`src/rtl/region_matcher_pkg.sv`:
```
package region_matcher_pkg;

    typedef enum logic [1:0] {
        ST_EMPTY = 2'd0,
        ST_HIT   = 2'd1,
        ST_ERR   = 2'd2
    } match_state_t;

endpackage

```
`src/rtl/region_cmp.sv`:
```
module region_cmp #(
    parameter int BLK_W = 22
) (
    input  logic [BLK_W-1:0] blk_i,
    input  logic [BLK_W-1:0] lo_i,
    input  logic [BLK_W-1:0] hi_i,
    input  logic             valid_i,
    output logic             match_o
);

    logic in_window;
    logic well_formed;

    always_comb begin
        well_formed = (lo_i <= hi_i);
        in_window   = (blk_i >= lo_i) && (blk_i <= hi_i);
        match_o     = valid_i && well_formed && in_window;
    end

    // An inverted window must stay empty
    always_comb begin
        if (lo_i > hi_i) begin
            assert_inverted_empty_R4: assert (!match_o);
        end
    end

endmodule

```
`src/rtl/hit_resolve.sv`:
```
module hit_resolve #(
    parameter int NUM_CTX = 4,
    localparam int IDX_W = (NUM_CTX > 1) ? $clog2(NUM_CTX) : 1,
    localparam int CNT_W = $clog2(NUM_CTX + 1)
) (
    input  logic [NUM_CTX-1:0] match_i,
    input  logic [NUM_CTX-1:0] decen_i,
    output logic               single_o,
    output logic [IDX_W-1:0]   idx_o,
    output logic               decen_o
);

    logic [CNT_W-1:0] count;

    always_comb begin
        count   = '0;
        idx_o   = '0;
        decen_o = 1'b0;
        for (int k = 0; k < NUM_CTX; k++) begin
            if (match_i[k]) begin
                count   = count + CNT_W'(1);
                idx_o   = IDX_W'(k);
                decen_o = decen_i[k];
            end
        end
        single_o = (count == CNT_W'(1));
    end

endmodule

```
`src/rtl/region_matcher.sv`:
```
module region_matcher
    import region_matcher_pkg::*;
#(
    parameter int ADDR_W    = 32,
    parameter int GRAN_BITS = 10,
    parameter int NUM_CTX   = 4,
    localparam int BLK_W = ADDR_W - GRAN_BITS,
    localparam int IDX_W = (NUM_CTX > 1) ? $clog2(NUM_CTX) : 1
) (
    input  logic                     clk,
    input  logic                     rst_n,
    input  logic                     addr_vld,
    input  logic [ADDR_W-1:0]        addr,
    input  logic                     global_en,
    input  logic [NUM_CTX*BLK_W-1:0] ctx_start,
    input  logic [NUM_CTX*BLK_W-1:0] ctx_end,
    input  logic [NUM_CTX-1:0]       ctx_valid,
    input  logic [NUM_CTX-1:0]       ctx_decen,
    output logic                     hit,
    output logic [IDX_W-1:0]         hit_ctx,
    output logic                     decrypt_req,
    output logic                     region_err
);

    logic [BLK_W-1:0]     blk;
    logic [GRAN_BITS-1:0] low_bits_unused;
    logic [NUM_CTX-1:0]   match_vec;
    logic                 single;
    logic [IDX_W-1:0]     sel_idx;
    logic                 sel_decen;

    match_state_t         state_q, state_d;
    logic [IDX_W-1:0]     idx_q;
    logic                 dec_q;

    assign blk             = addr[ADDR_W-1:GRAN_BITS];
    assign low_bits_unused = addr[GRAN_BITS-1:0];

    for (genvar g = 0; g < NUM_CTX; g++) begin : g_ctx
        region_cmp #(.BLK_W(BLK_W)) u_cmp (
            .blk_i   (blk),
            .lo_i    (ctx_start[g*BLK_W +: BLK_W]),
            .hi_i    (ctx_end[g*BLK_W +: BLK_W]),
            .valid_i (ctx_valid[g]),
            .match_o (match_vec[g])
        );
    end

    hit_resolve #(.NUM_CTX(NUM_CTX)) u_resolve (
        .match_i  (match_vec),
        .decen_i  (ctx_decen),
        .single_o (single),
        .idx_o    (sel_idx),
        .decen_o  (sel_decen)
    );

    always_comb begin
        state_d = state_q;
        unique case (state_q)
            ST_EMPTY, ST_HIT, ST_ERR: begin
                if (addr_vld) begin
                    state_d = single ? ST_HIT : ST_ERR;
                end
            end
            default: state_d = ST_EMPTY;
        endcase
    end

    always_ff @(posedge clk or negedge rst_n) begin
        if (!rst_n) begin
            state_q <= ST_EMPTY;
            idx_q   <= '0;
            dec_q   <= 1'b0;
        end else begin
            state_q <= state_d;
            if (addr_vld) begin
                idx_q <= single ? sel_idx : '0;
                dec_q <= single && sel_decen && global_en;
            end
        end
    end

    always_comb begin
        hit         = 1'b0;
        region_err  = 1'b0;
        hit_ctx     = '0;
        decrypt_req = 1'b0;
        unique case (state_q)
            ST_EMPTY: ;
            ST_HIT: begin
                hit         = 1'b1;
                hit_ctx     = idx_q;
                decrypt_req = dec_q;
            end
            ST_ERR:   region_err = 1'b1;
            default: ;
        endcase
    end

    assert_hit_err_exclusive_R5: assert property (@(posedge clk) disable iff (!rst_n)
        !(hit && region_err));

    assert_err_index_zero_R5: assert property (@(posedge clk) disable iff (!rst_n)
        region_err |-> (hit_ctx == '0) && !decrypt_req);

    assert_decrypt_needs_hit_R8: assert property (@(posedge clk) disable iff (!rst_n)
        decrypt_req |-> hit);

    assert_hold_between_strobes_R9: assert property (@(posedge clk) disable iff (!rst_n)
        !addr_vld |=> $stable({hit, region_err, hit_ctx, decrypt_req}));

    assert_hit_after_strobe_R9: assert property (@(posedge clk) disable iff (!rst_n)
        $rose(hit) |-> $past(addr_vld));

endmodule

```
`config.mk`:
```
export PLATFORM = sky130hd
export DESIGN_NAME = region_matcher
export DESIGN_NICKNAME = d
export VERILOG_FILES = /design/src/rtl/region_matcher_pkg.sv /design/src/rtl/region_cmp.sv /design/src/rtl/hit_resolve.sv /design/src/rtl/region_matcher.sv
export SDC_FILE = /design/constraint.sdc
export NUM_CORES = 1
export LEC_CHECK = 0
export ABC_AREA = 1
export ABC_CLOCK_PERIOD_IN_PS = 860
export CAP_MARGIN = 20
export CORE_MARGIN = 1
export CORE_UTILIZATION = 30
export CTS_CLUSTER_DIAMETER = 120
export CTS_CLUSTER_SIZE = 28
export DETAILED_ROUTE_END_ITERATION = 7
export RECOVER_POWER = 100
export SYNTH_ARGS = -nofsm -noshare
export SYNTH_HDL_FRONTEND = slang
export SYNTH_HIERARCHICAL = 1
export SYNTH_SLANG_ARGS = --single-unit
```
`constraint.sdc`:
```
create_clock -name clk -period 0.86 [get_ports clk]
set_input_delay 0.086 -clock clk [delete_from_list [all_inputs] [get_ports clk]]
set_output_delay 0.086 -clock clk [all_outputs]
set_load 0.03 [all_outputs]
```
# Word level (Yosys, flattened, before mapping)
# Cells that the tools add are included.
[totals]
regBits = 5
input_bits = 220
word_cells = 57
out_inout_bits = 5
[op_classes]
reduce_logical = 16
add_sub_neg = 3
eq_ne = 4
order_cmp = 12
muxes = 19
[ops]
columns = ["op", "count"]
rows = [
  ["less-or-equal comparator 22 bit", 8],
  ["greater-or-equal comparator 22 bit", 4],
  ["logical AND 1 bit", 14],
  ["2-to-1 mux 2 bit", 7],
  ["2-to-1 mux 1 bit", 9],
  ["2-to-1 mux 3 bit", 3],
  ["adder 3 x 1 -> 3 bit, second input constant", 2],
  ["equality test 3 x 1 -> 1 bit, second input constant", 1],
  ["OR reduction 3 bit", 1],
  ["adder 1 x 1 -> 2 bit, second input constant", 1],
  ["equality test 2 x 1 -> 1 bit, second input constant", 1],
  ["equality test 2 bit, second input constant", 1],
  ["logical NOT 2 bit", 1],
  ["inequality test 2 bit, second input constant", 1],
]

# Longest topological paths before layout
[logic_depth]
ltp_word = 14
depth_mapped = 25
depth_no_buf = 25

# Cells and area by module
# The synthesis kept the hierarchy.
[by_module_without_submodules]
columns = ["module", "cells_per_inst", "n_inst", "area_per_inst_um2", "seq_area_each_um2"]
rows = [
  ["region_cmp", 287, 4, 1755.4, 0.0],
  ["region_matcher", 33, 1, 244.0, 125.1],
  ["hit_resolve", 30, 1, 156.4, 0.0],
]

# Worst setup path after synthesis
# Ideal clock, no wire load.
[synth_path]
path_kind = "input port to flip-flop"
start = "input ctx_end[43]"
end = "register state_q[1]"
required_ps = 743
stages = 22
path_buffers = 0
arrival_time_ps = 2519
setup_slack_ps = -1777
setup_ps = 117
cell_sequence = "inv_1 -> ha_1 -> nand2_2 -> nor2_4 -> nand3_2 -> nor2_2 -> nand4_1 -> nand2_1 -> nand2_1 -> nor2_1 -> inv_1 -> ha_1 -> inv_1 -> nand2_1 -> nand2_1 -> ha_1 -> nor2_1 -> nand3_1 -> a21oi_1 -> inv_1 -> nand3_1 -> nand2_1"
[synth_between]
elab_chain_len = 12
[synth_lines]
columns = ["item", "line_no", "text"]
rows = [
  ["start, declared", "region_matcher.sv:16", "input logic [NUM_CTX*BLK_W-1:0] ctx_end,"],
  ["less-or-equal comparator 22 bit (on tied branches)", "region_cmp.sv:15, region_cmp.sv:16", ""],
  ["logical AND 1 bit (on tied branches)", "region_cmp.sv:17, region_cmp.sv:16", ""],
  ["logical AND 1 bit (*)", "region_cmp.sv:17", "match_o = valid_i && well_formed && in_window;"],
  ["net match_vec[1]", "region_matcher.sv:27", "logic [NUM_CTX-1:0] match_vec;"],
  ["2-to-1 mux 3 bit (*)", "hit_resolve.sv:20", "if (match_i[k]) begin"],
  ["adder 3 x 1 -> 3 bit", "hit_resolve.sv:21", "count = count + CNT_W'(1);"],
  ["2-to-1 mux 3 bit (*)", "hit_resolve.sv:20", ""],
  ["adder 3 x 1 -> 3 bit", "hit_resolve.sv:21", ""],
  ["2-to-1 mux 3 bit (*)", "hit_resolve.sv:20", ""],
  ["equality test 3 x 1 -> 1 bit (*)", "hit_resolve.sv:26", "single_o = (count == CNT_W'(1));"],
  ["net single", "region_matcher.sv:28", "logic single;"],
  ["2-to-1 mux 2 bit (*)", "region_matcher.sv:62", "state_d = single ? ST_HIT : ST_ERR;"],
  ["2-to-1 mux 2 bit (*)", "region_matcher.sv:61", "if (addr_vld) begin"],
  ["2-to-1 mux 2 bit (*)", "region_matcher.sv:59", "unique case (state_q)"],
  ["end signal, assigned", "region_matcher.sv:75", "state_q <= state_d;"],
  ["end, declared", "region_matcher.sv:32", "match_state_t state_q, state_d;"],
]
# Mark *: on every way through the listed nets, which the timed path passes. The rest lies on a longest branch. The select of a mux whose other input is x is not followed.
# A chain may end at the register's enable or synchronous reset.

# Final worst setup path
[layout_path]
start = "input addr[13]"
end = "register state_q[1]"
[layout_lines]
columns = ["item", "line_no", "text"]
rows = [
  ["start, declared", "region_matcher.sv:13", "input logic [ADDR_W-1:0] addr,"],
  ["greater-or-equal comparator 22 bit or less-or-equal comparator 22 bit (tied branches)", "region_cmp.sv:16", "in_window = (blk_i >= lo_i) && (blk_i <= hi_i);"],
  ["logical AND 1 bit (*)", "region_cmp.sv:16", ""],
  ["logical AND 1 bit (*)", "region_cmp.sv:17", ""],
  ["net match_vec[1]", "region_matcher.sv:27", ""],
  ["2-to-1 mux 3 bit (*)", "hit_resolve.sv:20", ""],
  ["adder 3 x 1 -> 3 bit", "hit_resolve.sv:21", ""],
  ["2-to-1 mux 3 bit (*)", "hit_resolve.sv:20", ""],
  ["adder 3 x 1 -> 3 bit", "hit_resolve.sv:21", ""],
  ["2-to-1 mux 3 bit (*)", "hit_resolve.sv:20", ""],
  ["equality test 3 x 1 -> 1 bit (*)", "hit_resolve.sv:26", ""],
  ["net single", "region_matcher.sv:28", ""],
  ["2-to-1 mux 2 bit (*)", "region_matcher.sv:62", ""],
  ["2-to-1 mux 2 bit (*)", "region_matcher.sv:61", ""],
  ["2-to-1 mux 2 bit (*)", "region_matcher.sv:59", ""],
]
# Marks and branches as above.

==> summary.md <==
| Metric | Value |
|---|---|
| Status | `finished, violations left` |
| Violated checks | `setup timing` |
| Largest family of logic cells by synthesized area | `adder cells` |
| Worst Skew | `~0.00004 ns` |
| RSZ-0062 raised after global routing | `yes` |
| Synth Area in XOR/XNOR | `0.00118` |
| DP Cell Count | `1860` |
| Largest net degree at the start of global routing | `9` |
| Finished Layout Cells | `1889` |
| Hpwl dp | `21900 µm` |
| Yosys reg bits | `5` |
| Syn Std Cell Area | `7420 µm²` |
| Max IR drop VDD | `0.529 mV` |
| Maximum clock frequency | `between 0.3 and 0.4 GHz` |
| Clock tree root driver cell | `clkbuf_16` |
| Placed inst area | `between 10000 and 15000 µm²` |
| Num CTS Buffers | `3` |
| Worst Setup End Kind | `flip-flop` |
| CP arrival | `2.77 ns` |
| Area delta synth->final | `76.8%` |
| Flop2flop setup slack | `0.01 ns` |
| Post-synthesis compound-gate area fraction | `0.0984` |
| Synth warn | `6` |
| FF-to-FF Start | `state_q[1]` |
| Post-synth top area share | `0.450` |
| Clk_lat worst skew | `0.23 ns` |
| Fill cells | `2347` |
| Adder-cell share of the synthesized area | `0.450` |
| Post-synth top area cell | `ha_1` |
| Bufs on Longest Clock Path | `2` |
| Routability Congestion | `0.884` |
| Crit Path Class | `input pin to flip-flop` |
| TritonCTS clock tree | `built` |
| Post-route ant nets | `0` |
| DR vias/cell | `4.56` |
| Most frequent CP cell | `nand2_1` |
| Die height | `roughly 160 µm` |
| Worst slew pin tran | `~0.31 ns` |
| CP max FO | `5` |
| Cell count after synthesis | `1211` |
| Syn avg cell area | `6.13 µm²` |
| Max Slew Vio Count | `0` |
| Htree depth | `1` |
| Final min period | `2.65 ns` |
| Crit path largest cell delay | `roughly 0.29 ns` |
| FF-to-FF End | `state_q[0]` |
| # port buffers | `214` |
| Final TNS setup | `-10.04 ns` |
| Initial antenna violation count | `4` |
| Post-synthesis simple-gate area fraction | `0.289` |
| Iteration-0 DRC Markers | `280` |
| Worst reg2reg path depth | `4` |
| Initial Util | `0.305` |
| Static leakage | `between 6 and 7 nW` |
| CP required | `0.97 ns` |
| Fin util | `0.539` |
| Fraction of layout cells with a size suffix above 1 | `0.349` |
| Synth cell types | `22` |
| Fin. Hold Viols | `0` |
| Post-synthesis mux area share | `0` |
| Rel. slew slack | `0.788` |
| Dominant cells by area after synthesis | `ha_1 (45%), nand2_1 (17%), inv_1 (14%)` |
| Final net count | `roughly 2000` |
| Design Area, Final | `13100 µm²` |
| Setup-failing EPs final | `10` |
| CP Launch Type | `input pin` |
| First-pass GRT wire length | `40400 µm` |
| Overall power | `~7.5 mW` |
| Die area | `25400 µm²` |
| Period utilization | `3.08` |
| FF+latch area | `between 100 and 150 µm²` |
| Grt ovf | `0` |
| WL/cell | `about 14 µm` |
| Tot GR Track Use | `0.194` |
| Die Wd | `159 µm` |
| Drt drc | `0` |
| Placement Rows | `57` |
| Total number of vias | `8612` |
| Worst hold-check path type | `input pin to asynchronous set/reset pin` |
| # IOs | `225` |
| Routed WL | `between 20000 and 30000 µm` |
| Mapped Nets | `approximately 1700` |
| Area taken by multi-input logic gates | `8240 µm²` |
| Max cap viols | `0` |
| Slowest stage cell, crit path | `ha_4` |
| Final setup margin | `-1.79 ns` |
| DRT Pass-1 Iters | `7` |
| Power Density | `569 nW/µm²` |
| Vias in the first global route | `just under 9000` |
| Core footprint | `between 20000 and 25000 µm²` |
| Clock slew at reported path FFs | `0.03 ns` |
| Sequential-to-total area share from yosys stat | `0.0169` |
| TritonCTS Sinks | `5` |
==> routing by layer <==
metal	global-route usage	wire, µm	up-vias
met3	0.0172	1070	22
met4	0.0385	348	2
li1	-	-	4570
met5	0	11	-
met1	0.252	11900	3830
met2	0.348	12200	188
==> layout make-up <==
cell class | count | area share
Multi-Input combinational cell | 920 | 0.628
Sequential cell | 5 | 0.00954
Clock buffer | 4 | 0.00601
Timing Repair Buffer | 347 | 0.241
Inverter | 286 | 0.0841
Antenna cell | 3 | 0.000572
Tap cell | 324 | 0.0309
==> layout by cell type (no fill, tap or decap), types with 4 or more instances in the layout <==
master           instances
clkbuf_2                11
buf_4                   96
inv_2                   85
inv_4                    5
inv_1                  194
nand2_1                275
ha_1                   157
a21oi_2                 10
a21oi_1                 71
o21bai_1                11
buf_2                   19
clkdlybuf4s50_1         64
nand2_4                 18
dfrtp_1                  5
buf_12                   5
nor2_2                  38
dlymetal6s2s_1          21
nand3_2                  9
clkdlybuf4s15_1         15
ha_4                   108
dlygate4sd2_1           67
nor2_1                  46
o21a_1                   4
nand3_1                 40
nand2_2                 49
o21ai_1                 15
nand4_1                 12
o21ai_0                  6
nor2_4                  23
buf_6                   41
a21o_1                   8
clkdlybuf4s15_2          5
==> how the worst max path moves through the flow <==
stage,start,endpoint,slack [ns],cells past startpoint
floorplan,ctx_start[31],state_q[1],-1.53,24
global placement,addr[30],state_q[1],-2.56,23
detailed placement,addr[30],state_q[1],-2.63,23
CTS,addr[23],state_q[1],-1.84,23
global route,addr[13],dec_q,-1.99,24
finish,addr[13],state_q[1],-1.79,25
==> power by group <==
part / total (mW) / internal [mW] / switching [mW] / leakage, nW
Clock: 0.768 / 0.615 / 0.154 / 0.0382
Sequential: 0.284 / 0.263 / 0.0214 / 0.0667
Combinational: 6.41 / 3.18 / 3.23 / 6.76
==> sequential cells by signal, summed over array words and instances, names as in the netlist <==
| register | flops |
|---|---|
| dec_q | 1 |
| idx_q | 2 |
| state_q | 2 |
==> cells in the mapped netlist, drive strengths merged <==
library cell / number
nor4: 4
nand4: 12
dfrtp: 5
o21ai: 22
nand2: 342
xor2: 1
o21bai: 12
a21boi: 4
nor3b: 4
o21a: 4
inv: 286
nor2: 107
a21oi: 82
nand3: 51
a21o: 8
ha: 267
==> logic make-up after synthesis <==
kind of cell    count (synthesis)
xor+xnor                        1
compound gates                132
fa+ha+maj                     267
buf+inv                       286
simple gates                  520
flops                           5
==> per-stage QoR <==
step / setup slack, ns / hold slack [ns]
floorplan: -1.53 / -0.210
global placement: -2.56 / 0.328
detailed placement: -2.63 / 0.330
CTS: -1.84 / 0.0941
global route: -1.99 / 0.171
finish: -1.79 / 0.159
==> repair_timing <==
action / in CTS / in global routing
cloned: 0 / 0
pin swaps: 155 / 99
hold buffers: 0 / 0
hold endpoints to repair: 0 / 0
resized for setup: 427 / 192
setup buffers: 20 / 7
setup endpoints to repair: 10 / 10
==> critical path, delay by kind of cell <==
family,cells,cell delay [ns]
fa+ha+maj,3,0.72
buf+inv,7,0.57
simple gates,13,1.02
compound gates,2,0.34
Note: power is estimated with default switching activity, not from simulation.
